`src/rtl/rstctl_pkg.sv`:
```
package rstctl_pkg;
  localparam int unsigned CPU_N   = 4;
  localparam int unsigned FATAL_N = 7;
  localparam int unsigned ADDR_W  = 3;
  localparam int unsigned DATA_W  = 8;
  localparam int unsigned CAUSE_W = 18;
  localparam int unsigned XSRC_W  = CPU_N + 2;
  localparam int unsigned EXT_W   = 6 + FATAL_N;

  localparam logic [ADDR_W-1:0] A_SOFT_POR = 3'd0;
  localparam logic [ADDR_W-1:0] A_SOFT_XIR = 3'd1;
  localparam logic [ADDR_W-1:0] A_WD_CTL   = 3'd2;
  localparam logic [ADDR_W-1:0] A_SYNTH    = 3'd3;
  localparam logic [ADDR_W-1:0] A_CAUSE0   = 3'd4;
  localparam logic [ADDR_W-1:0] A_CAUSE1   = 3'd5;
  localparam logic [ADDR_W-1:0] A_CAUSE2   = 3'd6;
  localparam logic [ADDR_W-1:0] A_XSRC     = 3'd7;

  localparam int unsigned C_SOFT_SYS = CPU_N;
  localparam int unsigned C_DBG      = 5;
  localparam int unsigned C_BTN      = 6;
  localparam int unsigned C_PWR      = 7;
  localparam int unsigned C_FATAL0   = 8;
  localparam int unsigned C_SYNTH    = 15;
  localparam int unsigned C_WDOG     = 16;
  localparam int unsigned C_REMOTE   = 17;

  localparam int unsigned X_DBG = CPU_N;
  localparam int unsigned X_BTN = CPU_N + 1;

  localparam int unsigned E_WDOG    = 0;
  localparam int unsigned E_BTN     = 1;
  localparam int unsigned E_DBG     = 2;
  localparam int unsigned E_REMOTE  = 3;
  localparam int unsigned E_DBG_XIR = 4;
  localparam int unsigned E_BTN_XIR = 5;
  localparam int unsigned E_FATAL0  = 6;
endpackage

```
`src/rtl/rstctl_edge.sv`:
```
module rstctl_edge #(
  parameter int unsigned W = 8
) (
  input  logic         clk,
  input  logic         rst_n,
  input  logic [W-1:0] d,
  output logic [W-1:0] rise
);
  logic [W-1:0] d_q;
  logic [W-1:0] d_d;

  always_comb begin
    d_d = d;
  end

  always_ff @(posedge clk or negedge rst_n) begin
    if (!rst_n) d_q <= '0;
    else        d_q <= d_d;
  end

  assign rise = d & ~d_q;
endmodule

```
`src/rtl/rstctl_pulse.sv`:
```
module rstctl_pulse #(
  parameter int unsigned LEN = 16
) (
  input  logic clk,
  input  logic rst_n,
  input  logic trig,
  output logic active,
  output logic done
);
  localparam int unsigned CW = $clog2(LEN + 1);
  localparam logic [CW-1:0] LOAD = CW'(LEN);
  localparam logic [CW-1:0] ONE  = CW'(1);

  logic [CW-1:0] cnt_q;
  logic [CW-1:0] cnt_d;
  logic          cnt_en;

  assign cnt_en = trig | (cnt_q != '0);

  always_comb begin
    cnt_d = cnt_q;
    if (trig)               cnt_d = LOAD;
    else if (cnt_q != '0)   cnt_d = cnt_q - ONE;
  end

  always_ff @(posedge clk or negedge rst_n) begin
    if (!rst_n)      cnt_q <= '0;
    else if (cnt_en) cnt_q <= cnt_d;
  end

  assign active = (cnt_q != '0);
  assign done   = (cnt_q == ONE) && !trig;

  AST_PULSE_START: assert property (@(posedge clk) disable iff (!rst_n)
    trig |=> active);
  AST_PULSE_QUIET: assert property (@(posedge clk) disable iff (!rst_n)
    (!trig && !active) |=> !active);
  AST_PULSE_END: assert property (@(posedge clk) disable iff (!rst_n)
    done |=> !active);
endmodule

```
`src/rtl/rstctl_regs.sv`:
```
module rstctl_regs
  import rstctl_pkg::*;
(
  input  logic               clk,
  input  logic               rst_n,
  input  logic               reg_wr,
  input  logic [ADDR_W-1:0]  reg_addr,
  input  logic [DATA_W-1:0]  reg_wdata,
  input  logic [CPU_N:0]     por_done,
  input  logic [CPU_N-1:0]   xir_done,
  input  logic [CAUSE_W-1:0] cause_q,
  input  logic [XSRC_W-1:0]  xsrc_q,
  output logic [CPU_N:0]     por_req,
  output logic [CPU_N-1:0]   xir_req,
  output logic               synth_trig,
  output logic               wd_en,
  output logic [DATA_W-1:0]  reg_rdata
);
  logic [CPU_N:0]   soft_por_q, soft_por_d;
  logic [CPU_N-1:0] soft_xir_q, soft_xir_d;
  logic             wd_q, wd_d;
  logic             syn_arm_q, syn_arm_d;
  logic             syn_load_q, syn_load_d;
  logic             wr_por, wr_xir, wr_wd, wr_syn;
  logic             unused_wdata;

  assign wr_por = reg_wr && (reg_addr == A_SOFT_POR);
  assign wr_xir = reg_wr && (reg_addr == A_SOFT_XIR);
  assign wr_wd  = reg_wr && (reg_addr == A_WD_CTL);
  assign wr_syn = reg_wr && (reg_addr == A_SYNTH);
  assign unused_wdata = ^reg_wdata[6:5];

  assign por_req    = wr_por ? reg_wdata[CPU_N:0]   : '0;
  assign xir_req    = wr_xir ? reg_wdata[CPU_N-1:0] : '0;
  assign synth_trig = wr_syn && reg_wdata[7] && reg_wdata[0] && !syn_load_q;

  always_comb begin
    soft_por_d = (soft_por_q & ~por_done) | por_req;
    soft_xir_d = (soft_xir_q & ~xir_done) | xir_req;
    wd_d       = wr_wd  ? reg_wdata[0] : wd_q;
    syn_arm_d  = wr_syn ? reg_wdata[7] : syn_arm_q;
    syn_load_d = wr_syn ? reg_wdata[0] : syn_load_q;
  end

  always_ff @(posedge clk or negedge rst_n) begin
    if (!rst_n) begin
      soft_por_q <= '0;
      soft_xir_q <= '0;
      wd_q       <= 1'b0;
      syn_arm_q  <= 1'b0;
      syn_load_q <= 1'b0;
    end else begin
      soft_por_q <= soft_por_d;
      soft_xir_q <= soft_xir_d;
      if (wr_wd)  wd_q       <= wd_d;
      if (wr_syn) syn_arm_q  <= syn_arm_d;
      if (wr_syn) syn_load_q <= syn_load_d;
    end
  end

  assign wd_en = wd_q;

  always_comb begin
    reg_rdata = '0;
    case (reg_addr)
      A_SOFT_POR: reg_rdata = {{(DATA_W-CPU_N-1){1'b0}}, soft_por_q};
      A_SOFT_XIR: reg_rdata = {{(DATA_W-CPU_N){1'b0}}, soft_xir_q};
      A_WD_CTL:   reg_rdata = {{(DATA_W-1){1'b0}}, wd_q};
      A_SYNTH:    reg_rdata = {syn_arm_q, {(DATA_W-2){1'b0}}, syn_load_q};
      A_CAUSE0:   reg_rdata = cause_q[7:0];
      A_CAUSE1:   reg_rdata = cause_q[15:8];
      A_CAUSE2:   reg_rdata = {{(DATA_W-2){1'b0}}, cause_q[17:16]};
      A_XSRC:     reg_rdata = {{(DATA_W-XSRC_W){1'b0}}, xsrc_q};
      default:    reg_rdata = '0;
    endcase
  end

  AST_SOFT_SET: assert property (@(posedge clk) disable iff (!rst_n)
    wr_por |=> ((soft_por_q & $past(reg_wdata[CPU_N:0])) == $past(reg_wdata[CPU_N:0])));
  AST_RO_SYNTH: assert property (@(posedge clk) disable iff (!rst_n)
    !wr_syn |=> $stable(syn_load_q));
endmodule

```
`src/rtl/rstctl_capture.sv`:
```
module rstctl_capture
  import rstctl_pkg::*;
(
  input  logic               clk,
  input  logic               rst_n,
  input  logic [CAUSE_W-1:0] cause_evt,
  input  logic [XSRC_W-1:0]  xir_evt,
  output logic [CAUSE_W-1:0] cause_q,
  output logic [XSRC_W-1:0]  xsrc_q
);
  localparam logic [CAUSE_W-1:0] CAUSE_RST = CAUSE_W'(1) << C_PWR;

  logic [CAUSE_W-1:0] cause_d;
  logic [XSRC_W-1:0]  xsrc_d;
  logic               cause_en, xsrc_en;

  assign cause_en = |cause_evt;
  assign xsrc_en  = |xir_evt;

  always_comb begin
    cause_d = cause_evt;
    xsrc_d  = xir_evt;
  end

  always_ff @(posedge clk or negedge rst_n) begin
    if (!rst_n) begin
      cause_q <= CAUSE_RST;
      xsrc_q  <= '0;
    end else begin
      if (cause_en) cause_q <= cause_d;
      if (xsrc_en)  xsrc_q  <= xsrc_d;
    end
  end

  AST_PWR_ALONE: assert property (@(posedge clk) disable iff (!rst_n)
    cause_q[C_PWR] |-> ($countones(cause_q) == 1));
endmodule

```
`src/rtl/rstctl.sv`:
```
module rstctl
  import rstctl_pkg::*;
#(
  parameter int unsigned PULSE_LEN = 16
) (
  input  logic                clk,
  input  logic                rst_n,
  input  logic                reg_wr,
  input  logic [ADDR_W-1:0]   reg_addr,
  input  logic [DATA_W-1:0]   reg_wdata,
  output logic [DATA_W-1:0]   reg_rdata,
  input  logic                wdog_expire_i,
  input  logic                btn_rst_i,
  input  logic                dbg_rst_i,
  input  logic                remote_rst_i,
  input  logic [FATAL_N-1:0]  fatal_err_i,
  input  logic                dbg_xir_i,
  input  logic                btn_xir_i,
  output logic [CPU_N-1:0]    cpu_por_o,
  output logic                sys_por_o,
  output logic [CPU_N-1:0]    cpu_xir_o
);
  logic [1:0] rst_sync_q;
  logic       rst_n_int;

  always_ff @(posedge clk or negedge rst_n) begin
    if (!rst_n) rst_sync_q <= '0;
    else        rst_sync_q <= {rst_sync_q[0], 1'b1};
  end
  assign rst_n_int = rst_sync_q[1];

  logic [EXT_W-1:0]   ext_raw, ext_rise;
  logic [CPU_N:0]     por_req, por_done;
  logic [CPU_N-1:0]   xir_req, xir_done, cpu_por_act;
  logic               synth_trig, wd_en;
  logic [CAUSE_W-1:0] cause_evt, cause_q;
  logic [XSRC_W-1:0]  xir_evt, xsrc_q;
  logic               sys_trig, sys_act, xir_all, wdog_rise;

  always_comb begin
    ext_raw = '0;
    ext_raw[E_WDOG]    = wdog_expire_i;
    ext_raw[E_BTN]     = btn_rst_i;
    ext_raw[E_DBG]     = dbg_rst_i;
    ext_raw[E_REMOTE]  = remote_rst_i;
    ext_raw[E_DBG_XIR] = dbg_xir_i;
    ext_raw[E_BTN_XIR] = btn_xir_i;
    ext_raw[E_FATAL0 +: FATAL_N] = fatal_err_i;
  end

  rstctl_edge #(.W(EXT_W)) u_edge (
    .clk(clk), .rst_n(rst_n_int), .d(ext_raw), .rise(ext_rise)
  );

  rstctl_regs u_regs (
    .clk(clk), .rst_n(rst_n_int), .reg_wr(reg_wr), .reg_addr(reg_addr),
    .reg_wdata(reg_wdata), .por_done(por_done), .xir_done(xir_done),
    .cause_q(cause_q), .xsrc_q(xsrc_q), .por_req(por_req), .xir_req(xir_req),
    .synth_trig(synth_trig), .wd_en(wd_en), .reg_rdata(reg_rdata)
  );

  assign wdog_rise = ext_rise[E_WDOG];

  always_comb begin
    cause_evt = '0;
    cause_evt[CPU_N-1:0]             = por_req[CPU_N-1:0];
    cause_evt[C_SOFT_SYS]            = por_req[CPU_N];
    cause_evt[C_DBG]                 = ext_rise[E_DBG];
    cause_evt[C_BTN]                 = ext_rise[E_BTN];
    cause_evt[C_FATAL0 +: FATAL_N]   = ext_rise[E_FATAL0 +: FATAL_N];
    cause_evt[C_SYNTH]               = synth_trig;
    cause_evt[C_WDOG]                = wdog_rise & wd_en;
    cause_evt[C_REMOTE]              = ext_rise[E_REMOTE];
    xir_evt = '0;
    xir_evt[CPU_N-1:0]               = xir_req;
    xir_evt[X_DBG]                   = ext_rise[E_DBG_XIR];
    xir_evt[X_BTN]                   = ext_rise[E_BTN_XIR];
  end

  assign sys_trig = |cause_evt[CAUSE_W-1:C_SOFT_SYS];
  assign xir_all  = xir_evt[X_DBG] | xir_evt[X_BTN];

  rstctl_capture u_cap (
    .clk(clk), .rst_n(rst_n_int), .cause_evt(cause_evt), .xir_evt(xir_evt),
    .cause_q(cause_q), .xsrc_q(xsrc_q)
  );

  rstctl_pulse #(.LEN(PULSE_LEN)) u_sys (
    .clk(clk), .rst_n(rst_n_int), .trig(sys_trig),
    .active(sys_act), .done(por_done[CPU_N])
  );

  for (genvar g = 0; g < CPU_N; g++) begin : g_cpu
    rstctl_pulse #(.LEN(PULSE_LEN)) u_por (
      .clk(clk), .rst_n(rst_n_int), .trig(por_req[g]),
      .active(cpu_por_act[g]), .done(por_done[g])
    );
    rstctl_pulse #(.LEN(PULSE_LEN)) u_xir (
      .clk(clk), .rst_n(rst_n_int), .trig(xir_req[g] | xir_all),
      .active(cpu_xir_o[g]), .done(xir_done[g])
    );
    assign cpu_por_o[g] = cpu_por_act[g] | sys_act;
  end

  assign sys_por_o = sys_act;

  AST_SOFT_SYS_PENDING: assert property (@(posedge clk) disable iff (!rst_n_int)
    ((reg_addr == A_SOFT_POR) && reg_rdata[CPU_N]) |-> sys_por_o);
  AST_WD_GATED: assert property (@(posedge clk) disable iff (!rst_n_int)
    (wdog_rise && !wd_en && !sys_por_o && !(|cause_evt[C_SYNTH:C_SOFT_SYS]) && !cause_evt[C_REMOTE])
      |=> !sys_por_o);
  AST_XIR_ALL: assert property (@(posedge clk) disable iff (!rst_n_int)
    xir_all |=> (&cpu_xir_o));
  AST_SYS_CAUSE: assert property (@(posedge clk) disable iff (!rst_n_int)
    sys_trig |=> (sys_por_o && !cause_q[C_PWR]));
endmodule

```
`config.mk`:
```
export PLATFORM = sky130hd
export DESIGN_NAME = rstctl
export DESIGN_NICKNAME = d
export VERILOG_FILES = /design/src/rtl/rstctl_pkg.sv /design/src/rtl/rstctl_edge.sv /design/src/rtl/rstctl_pulse.sv /design/src/rtl/rstctl_regs.sv /design/src/rtl/rstctl_capture.sv /design/src/rtl/rstctl.sv
export SDC_FILE = /design/constraint.sdc
export NUM_CORES = 1
export LEC_CHECK = 0
export CAP_MARGIN = 30
export CORE_ASPECT_RATIO = 2
export CORE_MARGIN = 8
export CORE_UTILIZATION = 40
export DETAILED_ROUTE_END_ITERATION = 8
export GPL_ROUTABILITY_DRIVEN = 1
export PLACE_DENSITY = 0.68
export SYNTH_ARGS = -nofsm -noshare
export SYNTH_HDL_FRONTEND = slang
export SYNTH_HIERARCHICAL = 1
export SYNTH_SLANG_ARGS = --single-unit
```
`constraint.sdc`:
```
create_clock -name clk -period 3.9 [get_ports clk]
set_input_delay 0.78 -clock clk [delete_from_list [all_inputs] [get_ports clk]]
set_output_delay 0.78 -clock clk [all_outputs]
set_load 0.05 [all_outputs]
```
### Word-level counts from Yosys, hierarchy flattened

Cells that the tools add are included.

| word-level totals | value |
|---|---|
| register bits | 96 |
| input bits | 27 |
| output and inout port bits | 17 |

| operators by class | value |
|---|---|
| $add $sub $neg | 9 |
| eq/ne operators | 16 |
| muxes and demuxes | 21 |
| bitwise operators | 27 |
| reductions and logical operators | 57 |

Operator list:

| operator | number |
|---|---|
| 5-bit two-way mux | 19 |
| 8-bit one-hot mux with 8 select lines | 1 |
| 5-bit by 1-bit equality test with 1-bit output, second input constant | 9 |
| 5-bit nonzero test | 9 |
| 5-bit by 1-bit subtractor with 5-bit output, second input constant | 9 |
| 1-bit bitwise OR | 18 |
| 2-bit AND reduction | 9 |
| 2-bit nonzero test | 9 |
| 17-bit OR reduction | 1 |
| 1-bit logical AND | 16 |
| 13-bit bitwise AND | 1 |
| 13-bit inverter | 1 |
| 13-bit OR reduction | 1 |
| 3-bit equality test, second input constant | 4 |
| 1-bit logical NOT | 10 |
| 3-bit by 2-bit equality test with 1-bit output, second input constant | 2 |
| 6-bit OR reduction | 1 |
| 5-bit bitwise AND | 1 |
| 5-bit inverter | 1 |
| 5-bit bitwise OR | 1 |
| 4-bit bitwise AND | 1 |
| 4-bit two-way mux | 1 |
| 4-bit inverter | 1 |
| 4-bit bitwise OR | 1 |
| other kinds (3) | 3 |

### Longest topological paths before layout

Gate-level depths: netlist (run 1).

| depth | value |
|---|---|
| depth after elaboration | 11 |
| gate-level depth with buffers | 9 |

### By module

Netlist (run 1), hierarchy kept.

By module, submodules not included:

| module | instances | cells each | area each (µm²) |
|---|---|---|---|
| rstctl_pulse (g_cpu[0].u_por ...) | 8 | 26 | 279.0 |
| rstctl_regs | 1 | 98 | 927.1 |
| rstctl_capture | 1 | 58 | 894.6 |
| rstctl_edge | 1 | 26 | 504.2 |
| rstctl_pulse (g_cpu[1].u_por) | 1 | 27 | 279.0 |
| rstctl | 1 | 17 | 153.9 |

### Least setup slack after synthesis (run 1)

No wires, ideal clock.

| path | value |
|---|---|
| kind | input to output |
| from | input port reg_addr[2] |
| to | output port reg_rdata[3] |
| data arrival time | 2.365 ns |
| required time | 3.120 ns |
| path slack | 0.755 ns |
| stages | 4 |
| cells stage by stage | buf_4 > buf_6 > mux2i_1 > o31ai_1 |

| on the way | value |
|---|---|
| cells in the longest elaborated chain, start to end | 2 |

Ends and longest elaborated chain:

| what | line | text |
|---|---|---|
| start: declaration | rstctl.sv:9 | `input logic [ADDR_W-1:0] reg_addr,` |
| 3-bit equality test, or another cell as far along | rstctl_regs.sv:65 | `case (reg_addr)` |
| 8-bit one-hot mux with 8 select lines (*) | rstctl_regs.sv:65 |  |
| end: declaration | rstctl.sv:11 | `output logic [DATA_W-1:0] reg_rdata,` |

Mark *: on every way between the ends. The rest lies on a longest branch, timed or not.

### Worst setup path in the final report (run 1)

| path | value |
|---|---|
| from | register u_sys.cnt_q[0] |
| to | output port cpu_por_o[2] |

| on the way | value |
|---|---|
| cells in the longest elaborated chain, start to end | 2 |

Ends and longest elaborated chain:

| what | line | text |
|---|---|---|
| start: declaration | rstctl_pulse.sv:14 | `logic [CW-1:0] cnt_q;` |
| start signal: assignment | rstctl_pulse.sv:28 | `else if (cnt_en) cnt_q <= cnt_d;` |
| 5-bit nonzero test | rstctl_pulse.sv:31 | `assign active = (cnt_q != '0);` |
| 1-bit bitwise OR | rstctl.sv:102 | `assign cpu_por_o[g] = cpu_por_act[g] \| sys_act;` |
| end: declaration | rstctl.sv:19 | `output logic [CPU_N-1:0] cpu_por_o,` |

Every way passes these cells.

==> summary.txt, run 1 <==
Status = completed
Most frequent cells in the layout = dfrtp_1, nor2_1, clkdlybuf4s50_1
Total GRT Usage = 12.4%
Core area = 12400 sq um
Clock share of power = 24.2%
Setup ws final = 445 ps
Postcts setup bufs = 0
Vias/cell = 5.12
Worst r2r src = u_regs/syn_load_q
Post-synthesis compound-gate area fraction = 11.6%
Antenna-violating nets left = 0
Drt wl/cell = 15.4 microns
P_sw = 1.18 mW
Final Util = 47.2%
Die X = 95.0 microns
Setup TNS = 0 ps
Synth Area in XOR/XNOR = 3.16%
Initial Utilization = 40.2%
Synthesis-to-layout area growth = 17.4%
DP HPWL = 6.90 mm
Highest cell delay on the worst timing path = 710 ps
Largest family of logic cells by synthesized area = simple AND/OR/NAND/NOR gates
CTS tree = done
CP arrival = 2670 ps
Logic gate share of total power = 33.5%
Yosys cell types = 51
Vias = 3258
Top_reg_cell synth = dfrtp_1
Largest net degree at the start of global routing = 73
Std-Cell Rows = 58
Post-synth EDFFs = 0
Seq cells post-synth = 96
Final slew viol count = 0
Number of diodes = 0
Most common cell after layout, fill and taps aside = dfrtp_1
GR Overflow Total = 0
Clock Tree Root = clkbuf_16
Mux share of post-synthesis cell area = 5.59%
Length of routed met3 wiring = 426 microns
Yosys warns = 6
Hold Slack = 110 ps
Power per cell area = 615 nW/um^2
Initial antenna violation count = 0
Sw frac = 32.8%
Final Cycle Share = 88.6%
P_leak = 2.80 nW
Post-synthesis simple-gate area fraction = 21.2%
Share of layout cells above drive strength 1 = 22.0%
CTS Sinks = 96
Pre-CTS setup slack = 442 ps
Final Power = 3.60 mW
Routed met2 length = 4.56 mm
DRC = 0
CTS Buf Count = 9
Vias in the first global route = 3300
Max-cap violations = 0
Port bufs = 41
Post-cts repair resize count = 0
Max IR drop VDD = 0.405 mV
RSZ-0062 raised after global routing = false
Num ports = 44
Post-CTS Hold Buffers = 0
Gp weighted congestion = 0.738
Critical Path RT = 3120 ps
Critical Path Start Type = flip-flop
Drt total wl = 9.77 mm
Tmin final = 3450 ps
Sequential share of the synthesized area = 48.2%
Top layer in use = met4
Fmax = 0.289 GHz
Crit path max fanout = 9
Setup crit start = u_sys/cnt_q[0]
Slowest cell on the critical path = clkdlybuf4s50_1
Cells after Synth = 434
Hold crit path type = reg -> async
Die area = 16500 sq um
Post-layout net count = 526
Async S/R FF share, synth = 100%
Routed met1 length = 4.56 mm
Clock buffer depth = 2
Post-Synth Adder-Cell Area = 4.51%
Clock Skews = 6.64 ps
Latest clock arrival within the worst-skew pair = 340 ps
CP Class = reg -> out
Clock Pin Slew Worst Setup and Hold Paths = 70 ps
Die Span Y = 174 microns
Final setup vio count = 0
Worst-margin pin slew = 657 ps
Hold Fails Final Rpt = 0
Reg power frac = 42.4%
Avg Cell Area, Syn = 11.5 sq um
Global-route wire length before repair = 16.2 mm
Cell Int Power = 2.42 mW
Drt first pass iters = 4
Rel. slew slack = 55.9%
Worst-path cell chain = inv_1, ha_1, or4b_4, or2_2, clkdlybuf4s50_1
Mapped cell area = 4990 sq um
1st-iter DRT viols = 171
Critical path endpoint category = output port
Htree depth = 3
==> power groups by stage <==
stage          Combinational (mW)  Sequential, mW  Clock (mW)
4_1_cts                      1.20            1.54       0.903
3_3_place_gp                 1.16            1.55           0
2_1_floorplan                1.03            1.49           0
6_report                     1.21            1.53       0.871
5_1_grt                      1.36            1.57       0.937
3_5_place_dp                 1.20            1.56           0
==> Yosys cell counts (2+ instances only) <==
cell | instances | area share, %
conb_1 | 2 | 0.15
buf_2 | 2 | 0.20
nand3_1 | 5 | 0.50
or2_2 | 4 | 0.50
a21oi_1 | 2 | 0.20
buf_4 | 2 | 0.30
nand2_1 | 14 | 1.1
a31o_2 | 8 | 1.4
nor3_1 | 12 | 1.2
mux2_2 | 14 | 3.2
nor2_1 | 50 | 3.8
or4_1 | 4 | 0.60
nand4_1 | 2 | 0.25
a21o_1 | 20 | 3.0
o21ai_0 | 14 | 1.4
or4b_4 | 9 | 2.5
and2_2 | 4 | 0.60
inv_1 | 29 | 2.2
dfrtp_1 | 95 | 48
a31o_1 | 10 | 1.8
xor2_1 | 8 | 1.4
mux2i_1 | 8 | 1.6
a211oi_2 | 9 | 2.3
xnor2_1 | 10 | 1.8
or3_1 | 4 | 0.50
nor2b_4 | 13 | 3.6
a31oi_1 | 2 | 0.25
and3b_1 | 9 | 1.6
buf_6 | 12 | 2.7
ha_1 | 18 | 4.5
nor4_2 | 2 | 0.50
a21o_2 | 4 | 0.70
and2_1 | 7 | 0.88
and3_1 | 9 | 1.1
==> per-stage QoR <==
stage / cells / instance area [sq um]
floorplan: 435 / 4990
global placement: 619 / 5540
detailed placement: 619 / 5540
CTS: 635 / 5830
global route: 636 / 5860
finish: 636 / 5860
==> area by class of cell <==
| type | instances | area, sq um |
|---|---|---|
| clock buffer | 12 | 246 |
| inverter | 29 | 109 |
| fill | 1112 | 6550 |
| sequential | 96 | 2410 |
| multi-input combinational | 293 | 2310 |
| clock inverter | 4 | 45.0 |
| timing repair buffer | 52 | 556 |
| tap | 150 | 188 |
==> flip-flops by register name (all words and copies together) (netlist names) <==
name and count:
u_regs/soft_por_q 5, u_regs/syn_load_q 1, u_cap/xsrc_q 6, u_regs/wd_en 1
g_cpu.u_por/cnt_q 20, u_edge/d_q 13, u_sys/cnt_q 5, g_cpu.u_xir/cnt_q 20
u_regs/soft_xir_q 4, u_regs/syn_arm_q 1, rst_sync_q 2, u_cap/cause_q 18
==> path summary, 6_finish.rpt <==
| check | cells after the start | end | slack [ps] |
|---|---|---|---|
| max in group asynchronous | 2 | u_cap/cause_q[7] | 2870 |
| worst min-delay path | 0 | g_cpu[0].u_por/cnt_q[4] | 110 |
| worst max-delay path | 5 | cpu_por_o[2] | 450 |
| min in group clk | 0 | rst_sync_q[1] | 360 |
| worst min register to register | 0 | g_cpu[0].u_por/cnt_q[4] | 110 |
| worst max register to register | 7 | u_regs/soft_por_q[4] | 2160 |
==> critical path, delay by kind of cell, from the launching register on <==
kind | cells | cell delay (ps)
fa+ha+maj | 1 | 200
buf+inv | 2 | 780
flops | 1 | 420
simple gates | 2 | 930
==> metal layers <==
metal / global-route usage (%) / up-vias
met5: 0 / -
met4: 5.84 / 0
met3: 2.16 / 14
met2: 18.3 / 65
met1: 17.0 / 1586
li1: - / 1593
==> cells by family (layout without fill, tap and decap cells) <==
logic type      Yosys count  after routing
buf+inv                  46             97
other cells               2              3
flops                    96             96
compound gates           73             73
mux                      24             24
simple gates            157            157
fa+ha+maj                18             18
xor+xnor                 18             18
Power figures use the tool's default switching activity.
==> inputs of run 2 (changes only) <==
CELL_PAD_IN_SITES_DETAIL_PLACEMENT = 1   (was default)
CELL_PAD_IN_SITES_GLOBAL_PLACEMENT = 2   (was default)
CORE_UTILIZATION = 39   (was 40)
PLACE_DENSITY = 0.89   (was 0.68)
==> summary.txt, run 2 (synthesis results as in run 1) <==
Status = completed
CP arrival = 2650 ps (-20 ps)
Total GRT Usage = 15.3% (+3.0 points)
Number of diodes = 0 (unchanged)
Postcts setup bufs = 0 (unchanged)
Vias in the first global route = 3881 (+18%)
Critical path endpoint category = output port
Final Power = 3.73 mW (+3.6%)
Tmin final = 3430 ps (-24.5 ps)
Largest net degree at the start of global routing = 71 (-2.7%)
Antenna-violating nets left = 0 (unchanged)
Critical Path Start Type = primary input
Drt total wl = 11.9 mm (+22%)
Hold Slack = 148 ps (+38.7 ps)
Global-route wire length before repair = 20.1 mm (+24%)
CTS tree = done
Post-placement cell area = 5570 sq um (+0.50%)
Clock buffer depth = 2 (unchanged)
Vias = 3420 (+5.0%)
Die area = 16900 sq um (+2.2%)
Clock Skews = 12.8 ps (+6.14 ps)
Htree depth = 3 (unchanged)
Reg2Reg Setup Slack = 2030 ps (-130 ps)
Critical Path RT = 3120 ps (about the same)
Clock Pin Slew Worst Setup and Hold Paths = 70 ps (about the same)
Post-layout net count = 526 (unchanged)
Most frequent cells in the layout = dfrtp_1, nor2_1, clkdlybuf4s50_1
Final setup vio count = 0 (unchanged)
RSZ-0062 raised after global routing = false
Rel. slew slack = 57.4% (+1.6 points)
Share of layout cells above drive strength 1 = 22.2% (+0.21 points)
Hold Fails Final Rpt = 0 (unchanged)
Biggest regs = g_cpu.u_por/cnt_q x20, g_cpu.u_xir/cnt_q x20, u_cap/cause_q x18
Most common cell after layout, fill and taps aside = dfrtp_1
1st-iter DRT viols = 136 (-20%)
Final slew viol count = 0 (unchanged)
Post-CTS Hold Buffers = 0 (unchanged)
Synthesis-to-layout area growth = 17.7%
Max-cap violations = 0 (unchanged)
DRC = 0 (unchanged)
Port bufs = 41 (unchanged)
Post-cts repair resize count = 0 (unchanged)
CP Class = in -> out
Gp weighted congestion = 0.768 (+4.0%)
Latest clock arrival within the worst-skew pair = 350 ps (about the same)
Clock Tree Root = clkbuf_16
Crit path max fanout = 12 (+3)
Final Cell Area = 5870 sq um (+0.26%)
Die Span Y = 176 microns (+1.2%)
Vias/cell = 5.38 (+5.0%)
Worst-margin pin slew = 634 ps (-23.1 ps)
Fmax = 0.292 GHz (+0.72%)
Final Cycle Share = 88.0% (-0.63 points)
Initial antenna violation count = 0 (unchanged)
Max IR drop VDD = 0.417 mV (+2.9%)
Initial Utilization = 39.8% (-0.46 points)
Std-Cell Rows = 58 (unchanged)
Setup TNS = 0 ps (unchanged)
Die X = 96.0 microns (+1.1%)
Core area = 12600 sq um (+1.2%)
GR Overflow Total = 0 (unchanged)
Power per cell area = 636 nW/um^2 (+3.3%)
DP HPWL = 8.92 mm (+29%)
Drt first pass iters = 4 (unchanged)
Hold crit path type = reg -> async
P_leak = 2.80 nW (about the same)
Drt wl/cell = 18.7 microns (+22%)
CTS Buf Count = 9 (unchanged)
Num ports = 44 (unchanged)
CTS Sinks = 96 (unchanged)
-- run 2: worst max-delay path, cell delays in order --
cell	delay, ps
clkdlybuf4s50_1	830
mux4_1	630
inv_1	80
o21ai_0	110
buf_4	220
-- run 2: path summary, 6_finish.rpt --
| kind | startpoint | to | depth (start not counted) |
|---|---|---|---|
| worst max register to register | u_regs/syn_load_q | u_regs/soft_por_q[4] | 7 |
| worst min-delay path | rst_sync_q[1] | g_cpu[2].u_por/cnt_q[0] | 0 |
| min in group clk | rst_sync_q[0] | rst_sync_q[1] | 0 |
| worst min register to register | rst_sync_q[1] | g_cpu[2].u_por/cnt_q[0] | 0 |
| max in group asynchronous | rst_sync_q[1] | u_cap/cause_q[7] | 2 |
| worst max-delay path | reg_addr[0] | reg_rdata[2] | 5 |
-- run 2: area by class of cell --
cell class / instances / area [sq um]
fill: 1366 / 6680
sequential: 96 / 2410
clock inverter: 5 / 63.8
multi-input combinational: 293 / 2310
timing repair buffer: 52 / 556
clock buffer: 11 / 243
inverter: 29 / 109
tap: 150 / 188
-- run 2: report_power, final --
part / switching (mW) / internal [mW]
logic: 0.628 / 0.643
registers: 0.271 / 1.27
clock network: 0.397 / 0.521
total: 1.30 / 2.44
-- run 2: routing by layer --
layer | wire length, microns | part of all wire (%) | track usage, %
met1 | 4450 | 37 | 16.1
met2 | 6960 | 58 | 28.6
met3 | 354 | 3.0 | 3.15
met4 | 145 | 1.2 | 5.04
met5 | 0 | 0 | 0
-- run 2: metrics by stage --
step	std cells	setup WS, ps	util [%]
6_report	636	470	46.8
5_1_grt	636	345	46.8
4_1_cts	636	429	46.8
3_5_place_dp	620	487	44.3
3_3_place_gp	619	484	44.1
2_1_floorplan	435	755	-
